[src/rtl/lcd_fr_pkg.sv]
package lcd_fr_pkg;
  localparam int unsigned DIV_W  = 3;
  localparam int unsigned MODE_W = 3;
  localparam int unsigned PH_W   = 4;

  typedef enum logic [MODE_W-1:0] {
    MUX_STATIC = 3'd0,
    MUX_DUPLEX = 3'd1,
    MUX_TRIPLE = 3'd2,
    MUX_QUAD   = 3'd3,
    MUX_SEXT   = 3'd4,
    MUX_OCT    = 3'd5
  } mux_mode_e;

  // Last phase index (steps per frame minus one) for a mode code.
  function automatic logic [PH_W-1:0] last_phase(input logic [MODE_W-1:0] m);
    case (m)
      MUX_DUPLEX: last_phase = PH_W'(3);
      MUX_TRIPLE: last_phase = PH_W'(5);
      MUX_QUAD:   last_phase = PH_W'(7);
      MUX_SEXT:   last_phase = PH_W'(11);
      MUX_OCT:    last_phase = PH_W'(15);
      default:    last_phase = PH_W'(1);
    endcase
  endfunction
endpackage

[src/rtl/lcd_fr_cfg.sv]
module lcd_fr_cfg
  import lcd_fr_pkg::*;
(
  input  logic              clk_i,
  input  logic              rst_ni,
  input  logic              en_i,
  input  logic [DIV_W-1:0]  div_i,
  input  logic [MODE_W-1:0] mux_i,
  output logic              run_o,
  output logic              start_o,
  output logic [DIV_W-1:0]  div_o,
  output logic [PH_W-1:0]   last_o
);
  logic              run_q;
  logic [DIV_W-1:0]  div_q;
  logic [PH_W-1:0]   last_q;

  assign start_o = en_i && !run_q;

  always_ff @(posedge clk_i or negedge rst_ni) begin
    if (!rst_ni) begin
      run_q  <= 1'b0;
      div_q  <= '0;
      last_q <= PH_W'(1);
    end else begin
      run_q <= en_i;
      if (start_o) begin
        div_q  <= div_i;
        last_q <= last_phase(mux_i);
      end
    end
  end

  assign run_o  = run_q;
  assign div_o  = div_q;
  assign last_o = last_q;
endmodule

[src/rtl/lcd_fr_prediv.sv]
module lcd_fr_prediv
  import lcd_fr_pkg::*;
(
  input  logic             clk_i,
  input  logic             rst_ni,
  input  logic             clr_i,
  input  logic             run_i,
  input  logic [DIV_W-1:0] div_i,
  output logic             tick_o
);
  logic [DIV_W-1:0] cnt_q;

  assign tick_o = run_i && (cnt_q == div_i);

  always_ff @(posedge clk_i or negedge rst_ni) begin
    if (!rst_ni)     cnt_q <= '0;
    else if (clr_i)  cnt_q <= '0;
    else if (tick_o) cnt_q <= '0;
    else if (run_i)  cnt_q <= cnt_q + 1'b1;
  end
endmodule

[src/rtl/lcd_fr_phase.sv]
module lcd_fr_phase
  import lcd_fr_pkg::*;
(
  input  logic            clk_i,
  input  logic            rst_ni,
  input  logic            clr_i,
  input  logic            tick_i,
  input  logic [PH_W-1:0] last_i,
  output logic [PH_W-1:0] phase_o
);
  logic [PH_W-1:0] ph_q;

  always_ff @(posedge clk_i or negedge rst_ni) begin
    if (!rst_ni)              ph_q <= '0;
    else if (clr_i)           ph_q <= '0;
    else if (tick_i) begin
      if (ph_q >= last_i)     ph_q <= '0;
      else                    ph_q <= ph_q + 1'b1;
    end
  end

  assign phase_o = ph_q;
endmodule

[src/rtl/lcd_frame_div.sv]
module lcd_frame_div
  import lcd_fr_pkg::*;
(
  input  logic              clk_i,
  input  logic              rst_ni,
  input  logic              en_i,
  input  logic [DIV_W-1:0]  div_i,
  input  logic [MODE_W-1:0] mux_i,
  output logic              step_o,
  output logic [PH_W-1:0]   phase_o,
  output logic              frame_start_o
);
  logic             run_q;
  logic             start;
  logic [DIV_W-1:0] div_q;
  logic [PH_W-1:0]  last_q;
  logic             clr;
  logic             tick;
  logic [PH_W-1:0]  phase;

  assign clr = !en_i || start;

  lcd_fr_cfg u_cfg (
    .clk_i   (clk_i),
    .rst_ni  (rst_ni),
    .en_i    (en_i),
    .div_i   (div_i),
    .mux_i   (mux_i),
    .run_o   (run_q),
    .start_o (start),
    .div_o   (div_q),
    .last_o  (last_q)
  );

  lcd_fr_prediv u_prediv (
    .clk_i  (clk_i),
    .rst_ni (rst_ni),
    .clr_i  (clr),
    .run_i  (run_q),
    .div_i  (div_q),
    .tick_o (tick)
  );

  lcd_fr_phase u_phase (
    .clk_i   (clk_i),
    .rst_ni  (rst_ni),
    .clr_i   (clr),
    .tick_i  (tick),
    .last_i  (last_q),
    .phase_o (phase)
  );

  assign step_o        = tick;
  assign phase_o       = phase;
  assign frame_start_o = tick && (phase == '0);
endmodule

[config.mk]
export PLATFORM = sky130hd
export DESIGN_NAME = lcd_frame_div
export DESIGN_NICKNAME = d
export VERILOG_FILES = /design/src/rtl/lcd_fr_pkg.sv /design/src/rtl/lcd_fr_cfg.sv /design/src/rtl/lcd_fr_prediv.sv /design/src/rtl/lcd_fr_phase.sv /design/src/rtl/lcd_frame_div.sv
export SDC_FILE = /design/constraint.sdc
export NUM_CORES = 1
export LEC_CHECK = 0
export BUFFER_PORTS_ARGS = -buffer_cell sky130_fd_sc_hd__buf_2
export CAP_MARGIN = 20
export CORE_UTILIZATION = 35
export DETAILED_ROUTE_END_ITERATION = 7
export HOLD_SLACK_MARGIN = 0.1
export PLACE_DENSITY = 0.58
export SYNTH_ARGS = -nofsm -noshare
export SYNTH_HDL_FRONTEND = slang
export SYNTH_SLANG_ARGS = --single-unit
[constraint.sdc]
create_clock -name clk_i -period 2 [get_ports clk_i]
set_input_delay 0.2 -clock clk_i [delete_from_list [all_inputs] [get_ports clk_i]]
set_output_delay 0.2 -clock clk_i [all_outputs]
set_load 0.005 [all_outputs]
==> flow_summary_export.csv <==
group,metric,value,unit
setup_path,crit_family,"simple AND/OR/NAND/NOR gates",
layout,multiInputGateArea,400,sq um
cts,path_clk_slew,0.09,ns
timing,setup_violations,0,
power,power_density,634,nW/um^2
place,finalWeightedCongestion,0.787,
layout,fill_cells,209,
drt,drt-wirelength-per-cell,11.8,um
cts,cts_tree,"done",
power,vdd_ir_drop_max,0.316,mV
timing,maxSlewHeadroom,0.779,
synth,ys_seq_area_frac,0.446,
floorplanning,die_h,49.4,um
place,dp_cells,111,
timing,clock.fmax,0.601,GHz
synth,ys_seq_elements,14,
timing,drv_slew,0,
cts,clkLatencyLatePin,0.28,ns
drt,drt_wl_total,1370,um
synth,syn_avg_cell_area,10.9,sq um
grt,grt_max_degree,15,
floorplanning,io_pins,15,
grt,grt_overflow,0,
floorplanning,fp.coreArea,2040,sq um
synth,synth_top_family_by_area,"simple AND/OR/NAND/NOR gates",
cts,htreeDepth,1,
layout,syn2layout_area_growth,16.6,%
synth,synth_warnings,0,
synth,syn_nets,87,
layout,antenna_cells,0,
grt,grt_pass1_vias,465,
setup_path,endpoint_kind,"output port",
power,p_leak,0.441,nW
setup_path,crit_buf_inv,1,
floorplanning,rows,16,
drt,drt_first_pass_iters,4,
layout,final_layout_size_suffix_gt1_frac,0.292,
synth,synth_fa_ha_area_frac,0.0955,
grt,grt_usage,0.114,
timing,final.period_utilization,0.832,
floorplanning,initial_utilization,0.385,
setup_path,cp_slowest_cell,"dfrtp_1",
drt,via_per_inst,5.00,
cts,clock_path_buffers,2,
synth,synth_top_area_share,0.446,
place,place_area,873,sq um
place,place_hpwl,1050,um
cts,cts.sinks,14,
job,maxCapViolations,0,
grt,grt_pass1_wl,2060,um
synth,synth_largest_area_cell,"dfrtp_1",
synth,synthXorXnorAreaFrac,0.0446,
cts,cts_resized,0,
setup_path,cpPeakStageDelay,0.41,ns
synth,synth_area,786,sq um
run_status,status,"completed",
place,io_buffer_count,14,
setup_path,critPathArrivalTime,1.46,ns
drt,dr_total_vias,580,
synth,yosys.area_share.simple,0.188,
min_path,hold_class,"input pin to flop",
setup_path,crit_chain,"xnor2_1 -> and4_4 -> and3_1 -> buf_2",
layout,final_cell_mix,"14 x buf_2, 14 x dfrtp_1, 6 x ha_1",
synth,synthCells,72,
timing,tns,0,ns
timing,timing_hold_violations_final,0,
drt,drc_errors,0,
synth,synthMuxAreaShare,0.0573,
floorplanning,die_area,2440,sq um
layout,regArea,350,sq um
cts,cts_setup_buffers,0,
grt,antenna_found_initial,0,
layout,finalInstanceArea,916,sq um
setup_path,crit_type,"flop to output port",
setup_path,cp-start-kind,"flop",
timing,grt_setup_unrepaired,"false",
synth,synth.area.top_cells,"dfrtp_1 45%, ha_1 9.6%, mux2_2 5.7%",
timing,fin_crit,1.66,ns
layout,final_nets,106,
cts,cts_buffers,3,
drt,drtIter0Drc,16,
synth,ys_types,30,
timing,worst_slew_pin_slew,0.331,ns
cts,cts-root-buf,"clkbuf_4",
setup_path,required,1.80,ns
setup_path,cp_max_fo,5,
floorplanning,fp.dieW,49.4,um
synth,synth_compound_area_frac,0.124,
drt,ant_nets,0,
timing,fin_skew,0.00400,ns
layout,final_cells,116,
## cells by family after synthesis
| family | after synthesis |
|---|---|
| simple gates | 26 |
| flops | 14 |
| compound gates | 11 |
| buf+inv | 7 |
| fa+ha+maj | 6 |
| xor+xnor | 4 |
| mux | 4 |
## synth_stat cells
library cell	n
nor3_1	1
o21a_1	1
nand3_1	2
nand2b_1	1
or3_1	1
and2_0	1
and3_1	2
buf_6	1
xnor2_1	4
o211ai_2	1
buf_2	1
o21ai_1	1
o32ai_2	1
and4_4	1
nor2_1	3
nand2_2	1
nor3b_1	1
nand4_1	2
a21oi_4	1
a211oi_1	1
nand2_1	5
nand3b_1	2
a211o_1	1
a2bb2oi_1	1
ha_1	6
mux2_2	4
a21oi_1	3
nor2b_1	3
dfrtp_1	14
inv_1	5
## per-stage QoR
| step | hold slack, ns | power, mW | utilization | setup WS (ns) |
|---|---|---|---|---|
| global placement | 0.115 | 0.422 | 0.428 | 0.523 |
| global route | 0.154 | 0.607 | 0.449 | 0.293 |
| CTS | 0.148 | 0.585 | 0.449 | 0.348 |
| finish | 0.148 | 0.580 | 0.449 | 0.335 |
| floorplan | -0.0956 | 0.395 | - | 0.547 |
| detailed placement | 0.117 | 0.425 | 0.428 | 0.483 |
## registers in the layout, summed over array words and instances (netlist names)
signal,flops
u_cfg.run_o,1
u_phase.phase_o,4
u_prediv.cnt_q,3
u_cfg.last_o,3
u_cfg.div_o,3
## area by class of cell
cell class,instances,share of cell area
Timing Repair Buffer,16,0.0984
Inverter,5,0.0205
Multi-Input combinational cell,51,0.437
Sequential cell,14,0.383
Clock buffer,3,0.0246
Tap cell,27,0.0369
## power by group
group / switching, mW / internal (mW)
registers: 0.0145 / 0.305
logic: 0.0519 / 0.0498
clock network: 0.0898 / 0.0697
total: 0.156 / 0.424
## repair_timing
| item | in CTS | in global routing |
|---|---|---|
| endpoints found under the hold margin | 15 | 0 |
| hold buffers | 2 | 0 |
| setup endpoints to repair | 0 | 0 |
## final timing paths
| kind | startpoint | to | slack, ns | cells past startpoint |
|---|---|---|---|---|
| max | u_prediv.cnt_q[1]$_DFFE_PN0P_ | frame_start_o | 0.34 | 4 |
| min | div_i[0] | u_cfg.div_o[0]$_DFFE_PN0P_ | 0.15 | 2 |
| max reg2reg | u_phase.phase_o[1]$_DFFE_PN0P_ | u_phase.phase_o[3]$_DFFE_PN0P_ | 0.49 | 5 |
| min reg2reg | u_prediv.cnt_q[0]$_DFFE_PN0P_ | u_prediv.cnt_q[0]$_DFFE_PN0P_ | 0.49 | 1 |
| max in group asynchronous | rst_ni | u_phase.phase_o[2]$_DFFE_PN0P_ | 1.41 | 2 |
| min in group asynchronous | rst_ni | u_cfg.div_o[0]$_DFFE_PN0P_ | 0.34 | 2 |
## routing by layer
layer	up-vias	routed length (um)	global-route usage
li1	289	-	-
met1	276	727	0.163
met2	15	583	0.158
met3	0	58	0.0187
met4	0	0	0.0714
met5	-	0	0
## worst register-to-register path, delay by kind of cell (launching register included)
| kind | cells | cell delay, ns |
|---|---|---|
| flops | 1 | 0.43 |
| simple gates | 1 | 0.10 |
| fa+ha+maj | 1 | 0.31 |
| compound gates | 3 | 0.62 |
Power figures use the tool's default switching activity.
